$ cat config.mk
export PLATFORM = sky130hd
export DESIGN_NAME = kwdt_top
export DESIGN_NICKNAME = d
export VERILOG_FILES = /design/src/rtl/kwdt_pkg.sv /design/src/rtl/kwdt_rst_sync.sv /design/src/rtl/kwdt_keylock.sv /design/src/rtl/kwdt_count.sv /design/src/rtl/kwdt_top.sv
export SDC_FILE = /design/constraint.sdc
export NUM_CORES = 1
export LEC_CHECK = 0
export ABC_CLOCK_PERIOD_IN_PS = 3100
export BUFFER_PORTS_ARGS = -buffer_cell sky130_fd_sc_hd__buf_2
export CAP_MARGIN = 20
export CELL_PAD_IN_SITES_DETAIL_PLACEMENT = 1
export CELL_PAD_IN_SITES_GLOBAL_PLACEMENT = 1
export CORE_MARGIN = 2
export CORE_UTILIZATION = 40
export CTS_BUF_LIST = sky130_fd_sc_hd__clkbuf_2
export DETAILED_ROUTE_END_ITERATION = 8
export PLACE_DENSITY = 0.71
export SYNTH_ARGS = -nofsm -noshare
export SYNTH_HDL_FRONTEND = slang
export SYNTH_SLANG_ARGS = --single-unit
$ cat constraint.sdc
create_clock -name clk -period 3.1 [get_ports clk]
set_input_delay 0.93 -clock clk [delete_from_list [all_inputs] [get_ports clk]]
set_output_delay 0.93 -clock clk [all_outputs]
set_load 0.1 [all_outputs]
$ cat src/rtl/kwdt_pkg.sv
package kwdt_pkg;
  localparam int N_LOCKS  = 4;
  localparam int LK_KICK  = 0;
  localparam int LK_CHG   = 1;
  localparam int LK_RUN   = 2;
  localparam int LK_PRE   = 3;
  localparam int KEY_W    = 16;
  localparam int MAX_KEYS = 3;

  // keys per lock, key 0 in the lowest slice
  localparam logic [N_LOCKS-1:0][MAX_KEYS*KEY_W-1:0] LOCK_KEYS = {
    {16'h0000, 16'hA5A5, 16'h5A5A},
    {16'hDDDD, 16'hCCCC, 16'h7777},
    {16'h0000, 16'hBBBB, 16'h6666},
    {16'h0000, 16'hAAAA, 16'h5555}
  };

  function automatic int key_count(input int g);
    return (g == LK_RUN) ? 3 : 2;
  endfunction
endpackage

$ cat src/rtl/kwdt_rst_sync.sv
module kwdt_rst_sync #(
  parameter int STAGES = 2
) (
  input  logic clk,
  input  logic rst_n,
  output logic rst_sn
);
  logic [STAGES-1:0] sync_q;

  always_ff @(posedge clk or negedge rst_n) begin
    if (!rst_n) sync_q <= '0;
    else        sync_q <= {sync_q[STAGES-2:0], 1'b1};
  end

  assign rst_sn = sync_q[STAGES-1];
endmodule

$ cat src/rtl/kwdt_keylock.sv
module kwdt_keylock #(
  parameter int          NKEYS = 2,
  parameter int          KEY_W = 16,
  parameter logic [47:0] KEYS  = '0
) (
  input  logic        clk,
  input  logic        rst_n,
  input  logic        lk_wr,
  input  logic        data_wr,
  input  logic [31:0] wdata,
  output logic [1:0]  status,
  output logic        open
);
  localparam int STG_W = 2;

  logic [STG_W-1:0] stage_q, stage_d;
  logic [KEY_W-1:0] exp_key;
  logic             key_hit;

  always_comb begin
    exp_key = '0;
    for (int i = 0; i < NKEYS; i++) begin
      if (stage_q == STG_W'(i)) exp_key = KEYS[KEY_W*i +: KEY_W];
    end
  end

  assign open    = (stage_q == STG_W'(NKEYS));
  assign key_hit = !open && (wdata == 32'(exp_key));
  assign status  = open ? 2'b11 : stage_q;

  always_comb begin
    stage_d = stage_q;
    if (lk_wr) begin
      stage_d = key_hit ? stage_q + 1'b1 : '0;
    end else if (data_wr && open) begin
      stage_d = '0;
    end
  end

  always_ff @(posedge clk or negedge rst_n) begin
    if (!rst_n) stage_q <= '0;
    else        stage_q <= stage_d;
  end
endmodule

$ cat src/rtl/kwdt_count.sv
module kwdt_count #(
  parameter int CNT_W = 16,
  parameter int PRE_W = 16
) (
  input  logic             clk,
  input  logic             rst_n,
  input  logic             run,
  input  logic             restart,
  input  logic [CNT_W-1:0] reload,
  input  logic [PRE_W-1:0] prescale,
  output logic             fire
);
  logic [PRE_W-1:0] pcnt_q, pcnt_d;
  logic [CNT_W-1:0] cnt_q, cnt_d;
  logic             fire_q, fire_d;
  logic             tick;

  assign tick = (pcnt_q >= prescale);

  always_comb begin
    pcnt_d = pcnt_q;
    cnt_d  = cnt_q;
    fire_d = 1'b0;
    if (!run || restart) begin
      pcnt_d = '0;
      cnt_d  = reload;
    end else if (tick) begin
      pcnt_d = '0;
      if (cnt_q <= CNT_W'(1)) begin
        cnt_d  = reload;
        fire_d = 1'b1;
      end else begin
        cnt_d = cnt_q - 1'b1;
      end
    end else begin
      pcnt_d = pcnt_q + 1'b1;
    end
  end

  always_ff @(posedge clk or negedge rst_n) begin
    if (!rst_n) begin
      pcnt_q <= '0;
      cnt_q  <= '1;
      fire_q <= 1'b0;
    end else begin
      pcnt_q <= pcnt_d;
      cnt_q  <= cnt_d;
      fire_q <= fire_d;
    end
  end

  assign fire = fire_q;
endmodule

$ cat src/rtl/kwdt_top.sv
module kwdt_top
  import kwdt_pkg::*;
#(
  parameter int CNT_W = 16,
  parameter int PRE_W = 16
) (
  input  logic        clk,
  input  logic        rst_n,
  input  logic        wr_en,
  input  logic        rd_en,
  input  logic [2:0]  addr,
  input  logic [31:0] wdata,
  output logic [31:0] rdata,
  output logic        wdt_rst
);
  logic                    rst_sn;
  logic [N_LOCKS-1:0]      lk_wr, dt_wr, lk_open, acc;
  logic [N_LOCKS-1:0][1:0] lk_stat;
  logic [CNT_W-1:0]        chg_q, chg_d;
  logic [PRE_W-1:0]        pre_q, pre_d;
  logic                    en_q, en_d;
  logic                    kick;
  logic [31:0]             rd_d, rd_q;

  kwdt_rst_sync #(.STAGES(2)) u_rsync (
    .clk(clk), .rst_n(rst_n), .rst_sn(rst_sn)
  );

  for (genvar g = 0; g < N_LOCKS; g++) begin : g_lock
    assign lk_wr[g] = wr_en && (addr == {2'(g), 1'b0});
    assign dt_wr[g] = wr_en && (addr == {2'(g), 1'b1});
    assign acc[g]   = dt_wr[g] && lk_open[g];

    kwdt_keylock #(
      .NKEYS(key_count(g)),
      .KEY_W(KEY_W),
      .KEYS (LOCK_KEYS[g])
    ) u_lock (
      .clk    (clk),
      .rst_n  (rst_sn),
      .lk_wr  (lk_wr[g]),
      .data_wr(dt_wr[g]),
      .wdata  (wdata),
      .status (lk_stat[g]),
      .open   (lk_open[g])
    );
  end

  // control registers
  always_comb begin
    chg_d = chg_q;
    pre_d = pre_q;
    en_d  = en_q;
    if (acc[LK_CHG]) chg_d = wdata[CNT_W-1:0];
    if (acc[LK_PRE]) pre_d = wdata[PRE_W-1:0];
    if (acc[LK_RUN]) en_d  = wdata[0];
  end

  always_ff @(posedge clk or negedge rst_sn) begin
    if (!rst_sn) begin
      chg_q <= '1;
      pre_q <= '0;
      en_q  <= 1'b0;
    end else begin
      chg_q <= chg_d;
      pre_q <= pre_d;
      en_q  <= en_d;
    end
  end

  assign kick = acc[LK_KICK] && wdata[0];

  kwdt_count #(.CNT_W(CNT_W), .PRE_W(PRE_W)) u_count (
    .clk     (clk),
    .rst_n   (rst_sn),
    .run     (en_q),
    .restart (kick),
    .reload  (chg_q),
    .prescale(pre_q),
    .fire    (wdt_rst)
  );

  // read path
  always_comb begin
    rd_d = '0;
    if (!addr[0]) begin
      rd_d = {30'b0, lk_stat[addr[2:1]]};
    end else begin
      case (addr[2:1])
        2'(LK_CHG): rd_d = 32'(chg_q);
        2'(LK_RUN): rd_d = {31'b0, en_q};
        2'(LK_PRE): rd_d = 32'(pre_q);
        default:    rd_d = '0;
      endcase
    end
  end

  always_ff @(posedge clk or negedge rst_sn) begin
    if (!rst_sn)    rd_q <= '0;
    else if (rd_en) rd_q <= rd_d;
  end

  assign rdata = rd_q;
endmodule

==> flow_summary.json <==
{
  "path_max_fanout": 16,
  "drtAntennaViolNets": 0,
  "crit_arrival_ns": 3.24,
  "ctsRootBufferMaster": "clkbuf_2",
  "synth_cell_types": 58,
  "rsz0062_at_grt": "no",
  "ys_warn_count": 0,
  "rows": 42,
  "tritoncts": "done",
  "htree_levels": 3,
  "drt_pass1_iterations": 4,
  "vias_per_cell": 5.55,
  "fp.dieArea_um2": 14800,
  "crit_type": "reg -> reg",
  "wirelength_um": 15600,
  "cp_data_required_time_ns": 3.65,
  "period_share": 0.867,
  "cts_resized": 0,
  "leakage_nw": 2.72,
  "hold_violations": 0,
  "slew_headroom": 0.509,
  "synthArstFlopShare": 1.00,
  "end_kind": "flip-flop",
  "dieWidth_um": 122,
  "comb_power_share": 0.162,
  "vias": 4592,
  "clock_skew_ns": 0.0305,
  "start_kind": "flip-flop",
  "antenna_found_initial": 0,
  "min_period_ns": 2.69,
  "grt.total_usage": 0.226,
  "total_power_mw": 2.13,
  "ctsHoldBuffers": 0,
  "gp_congestion": 0.854,
  "synth-edff-count": 0,
  "p_clk_frac": 0.256,
  "ys_seq_elements": 92,
  "drcViolationCount": 0,
  "fill_cells": 1605,
  "seq_power_share": 0.582,
  "maxCapViolCount": 0,
  "grt_max_degree": 52,
  "hp-class": "reg -> async",
  "detail_route.iter0.violations": 265,
  "cts_buffers": 9,
  "grt_pass1_wl_um": 25800,
  "power_density_nw_per_um2": 352,
  "antenna_cells": 0,
  "io_pins": 72,
  "setup_tns_ns": 0,
  "area_growth_pct": 9.56,
  "core_um2": 13300,
  "syn_area_per_cell_um2": 9.25,
  "worstMarginPinSlew_ns": 0.729,
  "grt_pass1_vias": 4936,
  "syn_inst": 597,
  "drive_above_1_share": 0.217,
  "switching_share": 0.345,
  "p_int_mw": 1.39,
  "finalMaxSlewViolations": 0,
  "wl_per_cell_um": 18.9,
  "nets": 718,
  "cts_setup_buffers": 0,
  "synth_area_um2": 5520,
  "max-vdd-ir-drop_mv": 0.235,
  "start_util": 0.414,
  "fmax_mhz": 372,
  "hpwl_um": 11800,
  "final_area_um2": 6050,
  "cts.sinks": 92,
  "yosys_most_used_dff": "dfrtp_1",
  "placed_cell_area_um2": 5950,
  "port_buffers": 55,
  "clk_pin_slew_ns": 0.26,
  "status": "completed",
  "insertion_delay_ns": 0.59,
  "cts_max_path_buffers": 2,
  "p_sw_uw": 735,
  "synth-seq-area-share": 0.424,
  "grt_overflow": 0,
  "setup_viol_count_final": 0,
  "die_h_um": 122
}
cells in the final DEF (no fill, tap or decap), drive strengths merged, types with 3 or more instances in the layout:
cell / instances
buf: 65
dfrtp: 60
nand2: 54
inv: 50
nor2: 46
o21ai: 34
ha: 33
dfstp: 32
nand3: 22
a21oi: 21
o22ai: 21
nor4: 19
mux2: 18
mux2i: 18
nand4: 17
conb: 17
nor3: 13
clkbuf: 13
or4: 10
and3: 8
xnor2: 8
xor2: 6
a31oi: 6
a22o: 5
a22oi: 4
or3: 4
nand2b: 3
and3b: 3
o31ai: 3
nor4b: 3
clkinvlp: 3
cells in the mapped netlist (all sizes together) (19+ instances only):
cell type / count / area share
a21oi: 21 / 0.019
buf: 21 / 0.026
clkbuf: 23 / 0.016
dfrtp: 60 / 0.27
dfstp: 32 / 0.15
ha: 33 / 0.075
inv: 50 / 0.034
nand2: 54 / 0.037
nand3: 22 / 0.020
nor2: 46 / 0.031
nor4: 19 / 0.024
o21ai: 34 / 0.031
o22ai: 21 / 0.024
power groups by stage:
stage	clock, mW	sequential, mW	combinational (mW)
6_report	0.545	1.24	0.344
4_1_cts	0.561	1.24	0.344
2_1_floorplan	0	1.36	0.159
3_3_place_gp	0	1.26	0.338
5_1_grt	0.611	1.24	0.360
3_5_place_dp	0	1.26	0.343
layer usage:
layer | share of wire | up-vias | wire length [um] | global-route usage
li1 | - | 2200 | - | -
met1 | 0.46 | 2288 | 7150 | 0.296
met2 | 0.49 | 86 | 7700 | 0.386
met3 | 0.036 | 18 | 557 | 0.0381
met4 | 0.013 | 0 | 201 | 0.0639
met5 | 0 | - | 0 | 0
critical path, cell delays in order, from the launching register on:
cell	delay, ns
dfrtp_1	0.49
ha_1	0.32
a21o_1	0.19
a221o_1	0.32
a21o_1	0.20
or3_1	0.68
nor2_1	0.27
o22a_1	0.18
per-stage QoR:
stage | setup WS (ns) | utilization | cells | hold WS [ns]
after floorplan | 0.217 | - | 612 | 0.331
after global placement | 0.340 | 0.445 | 809 | 0.336
after detailed placement | 0.250 | 0.445 | 809 | 0.340
after CTS | 0.414 | 0.452 | 825 | 0.0264
after global routing | 0.298 | 0.453 | 827 | 0.372
final | 0.412 | 0.453 | 827 | 0.333
cells by family after synthesis:
group | synth area share
compound gates | 0.134
xor+xnor | 0.0222
fa+ha+maj | 0.0748
buf+inv | 0.0752
flops | 0.424
mux | 0.0734
other cells | 0.00136
simple gates | 0.195
layout make-up:
type | instances | area [um^2] | share of cell area
clock inverter | 4 | 27.5 | 0.00455
inverter | 50 | 188 | 0.0310
timing repair buffer | 67 | 380 | 0.0629
clock buffer | 12 | 60.1 | 0.00993
multi-input combinational | 426 | 2830 | 0.468
sequential | 92 | 2350 | 0.388
tap | 176 | 220 | 0.0364
flip-flops by register name (all words and copies together) (netlist names):
| register | count |
|---|---|
| chg_q | 16 |
| en_q | 1 |
| g_lock.u_lock.stage_q | 8 |
| pre_q | 16 |
| rdata | 16 |
| u_count.cnt_q | 16 |
| u_count.fire | 1 |
| u_count.pcnt_q | 16 |
| u_rsync.sync_q | 2 |
worst paths after layout:
| kind | start | endpoint | slack, ns | cells after the start |
|---|---|---|---|---|
| setup / recovery | u_count.pcnt_q[9] | u_count.cnt_q[15] | 0.41 | 7 |
| hold / removal | u_rsync.sync_q[1] | rdata[10] | 0.33 | 0 |
| setup reg to reg | u_count.pcnt_q[9] | u_count.cnt_q[15] | 0.41 | 7 |
| hold reg to reg | u_rsync.sync_q[1] | rdata[10] | 0.33 | 0 |
| max in group asynchronous | u_rsync.sync_q[1] | u_count.cnt_q[4] | 2.00 | 1 |
| min in group clk | u_rsync.sync_q[0] | u_rsync.sync_q[1] | 0.38 | 0 |
(Power assumes the default switching activity.)
